### config.mk
export PLATFORM = sky130hd
export DESIGN_NAME = can_mode_seq
export DESIGN_NICKNAME = d
export VERILOG_FILES = /design/src/rtl/can_mode_pkg.sv /design/src/rtl/can_mode_ctrl.sv /design/src/rtl/can_mode_dp.sv /design/src/rtl/can_mode_seq.sv
export SDC_FILE = /design/constraint.sdc
export NUM_CORES = 1
export LEC_CHECK = 0
export BUFFER_PORTS_ARGS = -buffer_cell sky130_fd_sc_hd__buf_4
export CAP_MARGIN = 20
export CORE_MARGIN = 3
export CORE_UTILIZATION = 47
export CTS_CLUSTER_DIAMETER = 100
export CTS_CLUSTER_SIZE = 25
export DETAILED_ROUTE_END_ITERATION = 10
export PLACE_DENSITY = 0.95
export REMOVE_ABC_BUFFERS = 1
export SLEW_MARGIN = 20
export SYNTH_ARGS = -nofsm -noshare
export SYNTH_HDL_FRONTEND = slang
export SYNTH_SLANG_ARGS = --single-unit
### constraint.sdc
create_clock -name clk -period 5 [get_ports clk]
set_input_delay 0.25 -clock clk [delete_from_list [all_inputs] [get_ports clk]]
set_output_delay 0.25 -clock clk [all_outputs]
set_load 0.02 [all_outputs]
### src/rtl/can_mode_pkg.sv
package can_mode_pkg;
  typedef enum logic [2:0] {
    MODE_CONFIG   = 3'd0,
    MODE_NORMAL   = 3'd1,
    MODE_SNOOP    = 3'd2,
    MODE_SLEEP    = 3'd3,
    MODE_LOOPBACK = 3'd4,
    MODE_BUSOFF   = 3'd5,
    MODE_PROTEXC  = 3'd6
  } modeT;

  localparam int IRQ_W = 12;
  localparam int IRQ_CFG_BIT = 0;
  // bits 1..9 are wiped when configuration mode is entered, 10..11 survive
  localparam logic [IRQ_W-1:0] ENTRY_CLR_MASK = 12'h3FE;

  typedef struct packed {
    logic cfgEntry;     // leaving an operating mode this edge
    logic timingAllow;  // bit-timing writes accepted
  } strobeT;

  function automatic modeT pickTarget(input logic lb, input logic sl, input logic sn);
    if (lb) return MODE_LOOPBACK;
    if (sl) return MODE_SLEEP;
    if (sn) return MODE_SNOOP;
    return MODE_NORMAL;
  endfunction
endpackage

### src/rtl/can_mode_ctrl.sv
module can_mode_ctrl
  import can_mode_pkg::*;
#(
  parameter int RECESSIVE_BITS = 11
) (
  input  logic   clk,
  input  logic   rstN,
  input  logic   coreEnable,
  input  logic   selSnoop,
  input  logic   selSleep,
  input  logic   selLoopback,
  input  logic   rxBit,
  input  logic   bitStrobe,
  input  logic   busOffFault,
  input  logic   protoExcFault,
  output modeT   mode,
  output strobeT strobes
);
  localparam int CNT_W = $clog2(RECESSIVE_BITS + 1);
  localparam logic [CNT_W-1:0] LAST_CNT = CNT_W'(RECESSIVE_BITS - 1);

  modeT modeNext;
  logic [CNT_W-1:0] recCnt, recCntNext;
  logic cfgEntry;

  always_comb begin
    modeNext   = mode;
    recCntNext = recCnt;
    cfgEntry   = 1'b0;
    unique case (mode)
      MODE_CONFIG: begin
        if (!coreEnable) begin
          recCntNext = '0;
        end else if (bitStrobe) begin
          if (!rxBit) begin
            recCntNext = '0;
          end else if (recCnt == LAST_CNT) begin
            recCntNext = '0;
            modeNext   = pickTarget(selLoopback, selSleep, selSnoop);
          end else begin
            recCntNext = recCnt + 1'b1;
          end
        end
      end
      MODE_BUSOFF, MODE_PROTEXC: ;
      default: begin
        if (protoExcFault)      modeNext = MODE_PROTEXC;
        else if (busOffFault)   modeNext = MODE_BUSOFF;
        else if (!coreEnable) begin
          modeNext = MODE_CONFIG;
          cfgEntry = 1'b1;
        end
      end
    endcase
  end

  always_ff @(posedge clk or negedge rstN) begin
    if (!rstN) begin
      mode   <= MODE_CONFIG;
      recCnt <= '0;
    end else begin
      mode   <= modeNext;
      recCnt <= recCntNext;
    end
  end

  assign strobes.cfgEntry    = cfgEntry;
  assign strobes.timingAllow = (mode == MODE_CONFIG);
endmodule

### src/rtl/can_mode_dp.sv
module can_mode_dp
  import can_mode_pkg::*;
#(
  parameter int TIMING_W = 16
) (
  input  logic                clk,
  input  logic                rstN,
  input  strobeT              strobes,
  input  logic [IRQ_W-1:0]    hwIrqSet,
  input  logic                irqClrWe,
  input  logic [IRQ_W-1:0]    irqClrData,
  input  logic                irqEnWe,
  input  logic [IRQ_W-1:0]    irqEnData,
  input  logic                timingWe,
  input  logic [TIMING_W-1:0] timingData,
  output logic                errClearPulse,
  output logic [IRQ_W-1:0]    irqClearPulse,
  output logic [IRQ_W-1:0]    irqStatus,
  output logic [IRQ_W-1:0]    irqEnable,
  output logic [TIMING_W-1:0] timingValue,
  output logic                sysIrq
);
  localparam logic [IRQ_W-1:0] CFG_ONEHOT = IRQ_W'(1) << IRQ_CFG_BIT;

  logic [IRQ_W-1:0] clrMask, setMask, statusNext;

  always_comb begin
    clrMask = irqClrWe ? irqClrData : '0;
    setMask = hwIrqSet;
    if (strobes.cfgEntry) begin
      clrMask = clrMask | ENTRY_CLR_MASK;
      setMask = setMask | CFG_ONEHOT;
    end
    statusNext = (irqStatus & ~clrMask) | setMask;
  end

  always_ff @(posedge clk or negedge rstN) begin
    if (!rstN) begin
      irqStatus     <= CFG_ONEHOT;
      irqEnable     <= '0;
      timingValue   <= '0;
      errClearPulse <= 1'b0;
      irqClearPulse <= '0;
    end else begin
      irqStatus     <= statusNext;
      errClearPulse <= strobes.cfgEntry;
      irqClearPulse <= strobes.cfgEntry ? ENTRY_CLR_MASK : '0;
      if (irqEnWe) irqEnable <= irqEnData;
      if (timingWe && strobes.timingAllow) timingValue <= timingData;
    end
  end

  assign sysIrq = |(irqStatus & irqEnable);
endmodule

### src/rtl/can_mode_seq.sv
module can_mode_seq
  import can_mode_pkg::*;
#(
  parameter int TIMING_W       = 16,
  parameter int RECESSIVE_BITS = 11
) (
  input  logic                clk,
  input  logic                rstN,
  input  logic                coreEnable,
  input  logic                selSnoop,
  input  logic                selSleep,
  input  logic                selLoopback,
  input  logic                rxBit,
  input  logic                bitStrobe,
  input  logic                busOffFault,
  input  logic                protoExcFault,
  input  logic [11:0]         hwIrqSet,
  input  logic                irqClrWe,
  input  logic [11:0]         irqClrData,
  input  logic                irqEnWe,
  input  logic [11:0]         irqEnData,
  input  logic                timingWe,
  input  logic [TIMING_W-1:0] timingData,
  output logic [2:0]          mode,
  output logic                txForceRecessive,
  output logic                errClearPulse,
  output logic [11:0]         irqClearPulse,
  output logic                configFlag,
  output logic [11:0]         irqStatus,
  output logic [11:0]         irqEnable,
  output logic [TIMING_W-1:0] timingValue,
  output logic                sysIrq
);
  modeT   curMode;
  strobeT strobes;

  can_mode_ctrl #(.RECESSIVE_BITS(RECESSIVE_BITS)) uCtrl (
    .clk(clk), .rstN(rstN), .coreEnable(coreEnable),
    .selSnoop(selSnoop), .selSleep(selSleep), .selLoopback(selLoopback),
    .rxBit(rxBit), .bitStrobe(bitStrobe),
    .busOffFault(busOffFault), .protoExcFault(protoExcFault),
    .mode(curMode), .strobes(strobes)
  );

  can_mode_dp #(.TIMING_W(TIMING_W)) uDp (
    .clk(clk), .rstN(rstN), .strobes(strobes),
    .hwIrqSet(hwIrqSet), .irqClrWe(irqClrWe), .irqClrData(irqClrData),
    .irqEnWe(irqEnWe), .irqEnData(irqEnData),
    .timingWe(timingWe), .timingData(timingData),
    .errClearPulse(errClearPulse), .irqClearPulse(irqClearPulse),
    .irqStatus(irqStatus), .irqEnable(irqEnable),
    .timingValue(timingValue), .sysIrq(sysIrq)
  );

  assign mode             = curMode;
  assign txForceRecessive = (curMode == MODE_CONFIG) || (curMode == MODE_BUSOFF)
                            || (curMode == MODE_PROTEXC);
  assign configFlag       = irqStatus[IRQ_CFG_BIT];
endmodule

==> impl_metrics.json <==
{
  "status": "completed",
  "final_nets": 357,
  "ys.flop_type": "dfrtp_1",
  "grt_pass1_wl_um": 8380,
  "synth_compound_area_share_pct": 13.4,
  "whs_path_depth": 2,
  "yosys.area_share.simple_pct": 9.45,
  "drive_above_1_share_pct": 57.0,
  "p_leak_uw": 0.00151,
  "cts_made_buffers": 5,
  "final_cell_count_no_fill": 343,
  "viasPerCell": 5.36,
  "postCtsSetupBuffers": 0,
  "gp_congestion": 0.878,
  "muxShareOfSynthArea_pct": 14.3,
  "yosys.area.top_type": "dfrtp_1",
  "cts.clk_slew.worst_paths_ns": 0.08,
  "grt.total_usage_pct": 19.9,
  "ys_ff_latch": 48,
  "syn_inst": 179,
  "max_stage_delay_ns": 0.66,
  "p_sw_uw": 491,
  "multi_input_area_sq_um": 862,
  "cp_slowest_cell": "and2_1",
  "synth-xor-area-share_pct": 0.398,
  "start_util_pct": 49.5,
  "clock_skew_ns": 0.00661,
  "cts_resized": 0,
  "power_frac_comb_pct": 41.5,
  "r2r_cells": 3,
  "antenna_found_initial": 0,
  "crit_path_end_kind": "flip-flop",
  "cp_data_arrival_time_ns": 2.29,
  "cp-startpoint": "uCtrl.mode[0]",
  "start_kind": "flip-flop",
  "yosysSeqAreaShare_pct": 54.7,
  "async_flop_share_pct": 100,
  "worst_skew_pair.late_latency_ns": 0.29,
  "num_antenna_cells": 0,
  "drt-pass1-iter-count": 4,
  "numPortBuffers": 120,
  "ys.warnings.count": 0,
  "finalSetupTns_ns": 0,
  "grt_start_max_net_pins": 49,
  "cts.sinks": 48,
  "crit_required_ns": 5.17,
  "hold_path_class": "input pin to flip-flop",
  "die_w_um": 74.4,
  "die_y_um": 74.4,
  "switching_share_pct": 35.7,
  "critPathTopFamily": "simple AND/OR/NAND/NOR gates",
  "fin_crit_sh_pct": 42.5,
  "cts_tree": "built",
  "relSlewSlack_pct": 31.6,
  "rsz0062_at_grt": "no",
  "maxCapViolCount": 0,
  "place_inst": 334,
  "path_buf_inv": 0,
  "hold_violations": 0,
  "fmaxAchievable_ghz": 0.471,
  "ioPinCount": 124,
  "placed_area_sq_um": 3050,
  "dp_hpwl_um": 4400,
  "die-area_sq_um": 5530,
  "finalInstanceArea_sq_um": 3150,
  "synthAdderAreaFrac_pct": 1.14,
  "remaining_drc_errors": 0,
  "synth.avg_cell_area_sq_um": 12.3,
  "seq_area_sq_um": 1200,
  "cts.htree.levels": 2,
  "yosys.cell_types.count": 40,
  "rows": 24,
  "routedWlPerCell_um": 16.3,
  "clk_path_buf_depth": 2,
  "finalSetupViolations": 0,
  "vias": 1840,
  "worstHoldStart": "hwIrqSet[10]",
  "synth_area_sq_um": 2200,
  "peakVddDrop_uv": 314,
  "area_growth_pct": 43.1,
  "synth.top_cell.area_share_pct": 53.5,
  "tightest_slew_ns": 1.02,
  "p_int_uw": 884,
  "cp.depth": 3,
  "synth.area.top_cells": "dfrtp_1, mux2_2, buf_4, a31o_2, nand2_1",
  "slew_viol_final": 0,
  "p_seq_share_pct": 41.7,
  "fill_cells": 314,
  "critPathKind": "flip-flop to flip-flop",
  "synth_edf_count": 0,
  "rr_startpoint": "uCtrl.mode[0]",
  "final_antenna_net_count": 0,
  "crit_path_max_fanout": 16,
  "crit_chain": "nor3_1 -> and2_1 -> mux2_2",
  "clockRootBuffer": "clkbuf_8",
  "powerDensity_nw_per_um2": 437,
  "grt_pass1_vias": 1790,
  "gr-total-overflow": 0,
  "routed_wl_um": 5610,
  "hold_buffers": 1,
  "synth_top_family_by_area": "multiplexers",
  "min_period_ns": 2.12,
  "drt_iter0_drc": 61,
  "core_sq_um": 4440,
  "clock_power_share_pct": 16.8
}
-- cell usage after synthesis (all sizes together) (2+ instances only) --
master	count
nand3b	3
buf	17
a21o	2
a22o	4
and2	2
nand2	16
clkbuf	2
o21ai	6
inv	4
a221oi	5
nor3	3
nand2b	3
dfrtp	47
nand3	2
a31oi	3
ha	2
o2111ai	2
mux2	28
a31o	9
-- worst register-to-register path: stages, from the launching register on --
cell     delay [ns]
dfrtp_1        0.48
nor3_1         0.45
and2_1         0.66
mux2_2         0.42
-- per-stage QoR --
step / util (%) / worst slack, ns / hold slack [ns] / power, uW
global placement: 68.5 / 3.02 / 0.289 / 1130
CTS: 70.8 / 2.89 / 0.125 / 1380
detailed placement: 68.5 / 2.91 / 0.299 / 1150
finish: 70.8 / 2.88 / 0.130 / 1370
global route: 70.8 / 2.74 / 0.127 / 1450
floorplan: - / 3.12 / -0.0456 / 871
-- sequential cells by signal, summed over array words and instances (netlist names) --
register and count:
uCtrl.mode 3, uCtrl.recCnt 4, uDp.irqStatus 12, uDp.irqEnable 12
uDp.irqClearPulse 1, uDp.timingValue 16
-- final cells by class --
cell class / count / area share, %
clock buffers: 8 / 2.86
inverters: 4 / 0.477
multi-input cells: 110 / 27.4
flip-flops and latches: 48 / 38.2
well taps: 52 / 2.07
repair buffers: 121 / 29.0
-- power by group through the flow --
stage | clock [uW] | sequential, uW | combinational (uW)
5_1_grt | 255 | 589 | 609
3_5_place_dp | 0 | 581 | 574
3_3_place_gp | 0 | 574 | 556
6_report | 230 | 574 | 571
4_1_cts | 237 | 574 | 574
2_1_floorplan | 0 | 700 | 171
-- cell usage in the layout, fill, tap and decap left out, types with 4 or more instances in the layout --
cell	n
a221oi_1	5
a22o_1	4
a31o_2	9
buf_4	120
clkbuf_8	6
dfrtp_1	47
inv_1	4
mux2_2	28
nand2_1	16
o21ai_0	6
-- path summary, 6_finish.rpt --
| kind | endpoint | slack (ns) |
|---|---|---|
| min in group asynchronous | uDp.irqStatus[2] | 0.51 |
| worst min-delay path | uDp.irqStatus[10] | 0.13 |
| worst max register to register | uDp.timingValue[6] | 2.88 |
| worst min register to register | uDp.timingValue[7] | 0.51 |
| worst max-delay path | uDp.timingValue[6] | 2.88 |
| max in group asynchronous | uDp.irqEnable[6] | 4.08 |
-- cells by family after synthesis --
family,Yosys count
buf+inv,23
xor+xnor,1
compound gates,38
fa+ha+maj,2
simple gates,38
other cells,1
mux,28
flops,48
-- layer usage --
metal  vias to the layer above  GRT usage (%)  routed length (um)  part of all wire [%]
li1                        863              -                   -                     -
met1                       885           24.7                2270                    40
met2                        83           33.6                2770                    49
met3                         9           5.14                 478                   8.5
met4                         0           7.11                  84                   1.5
met5                         -              0                   0                     0
Power figures use the tool's default switching activity.
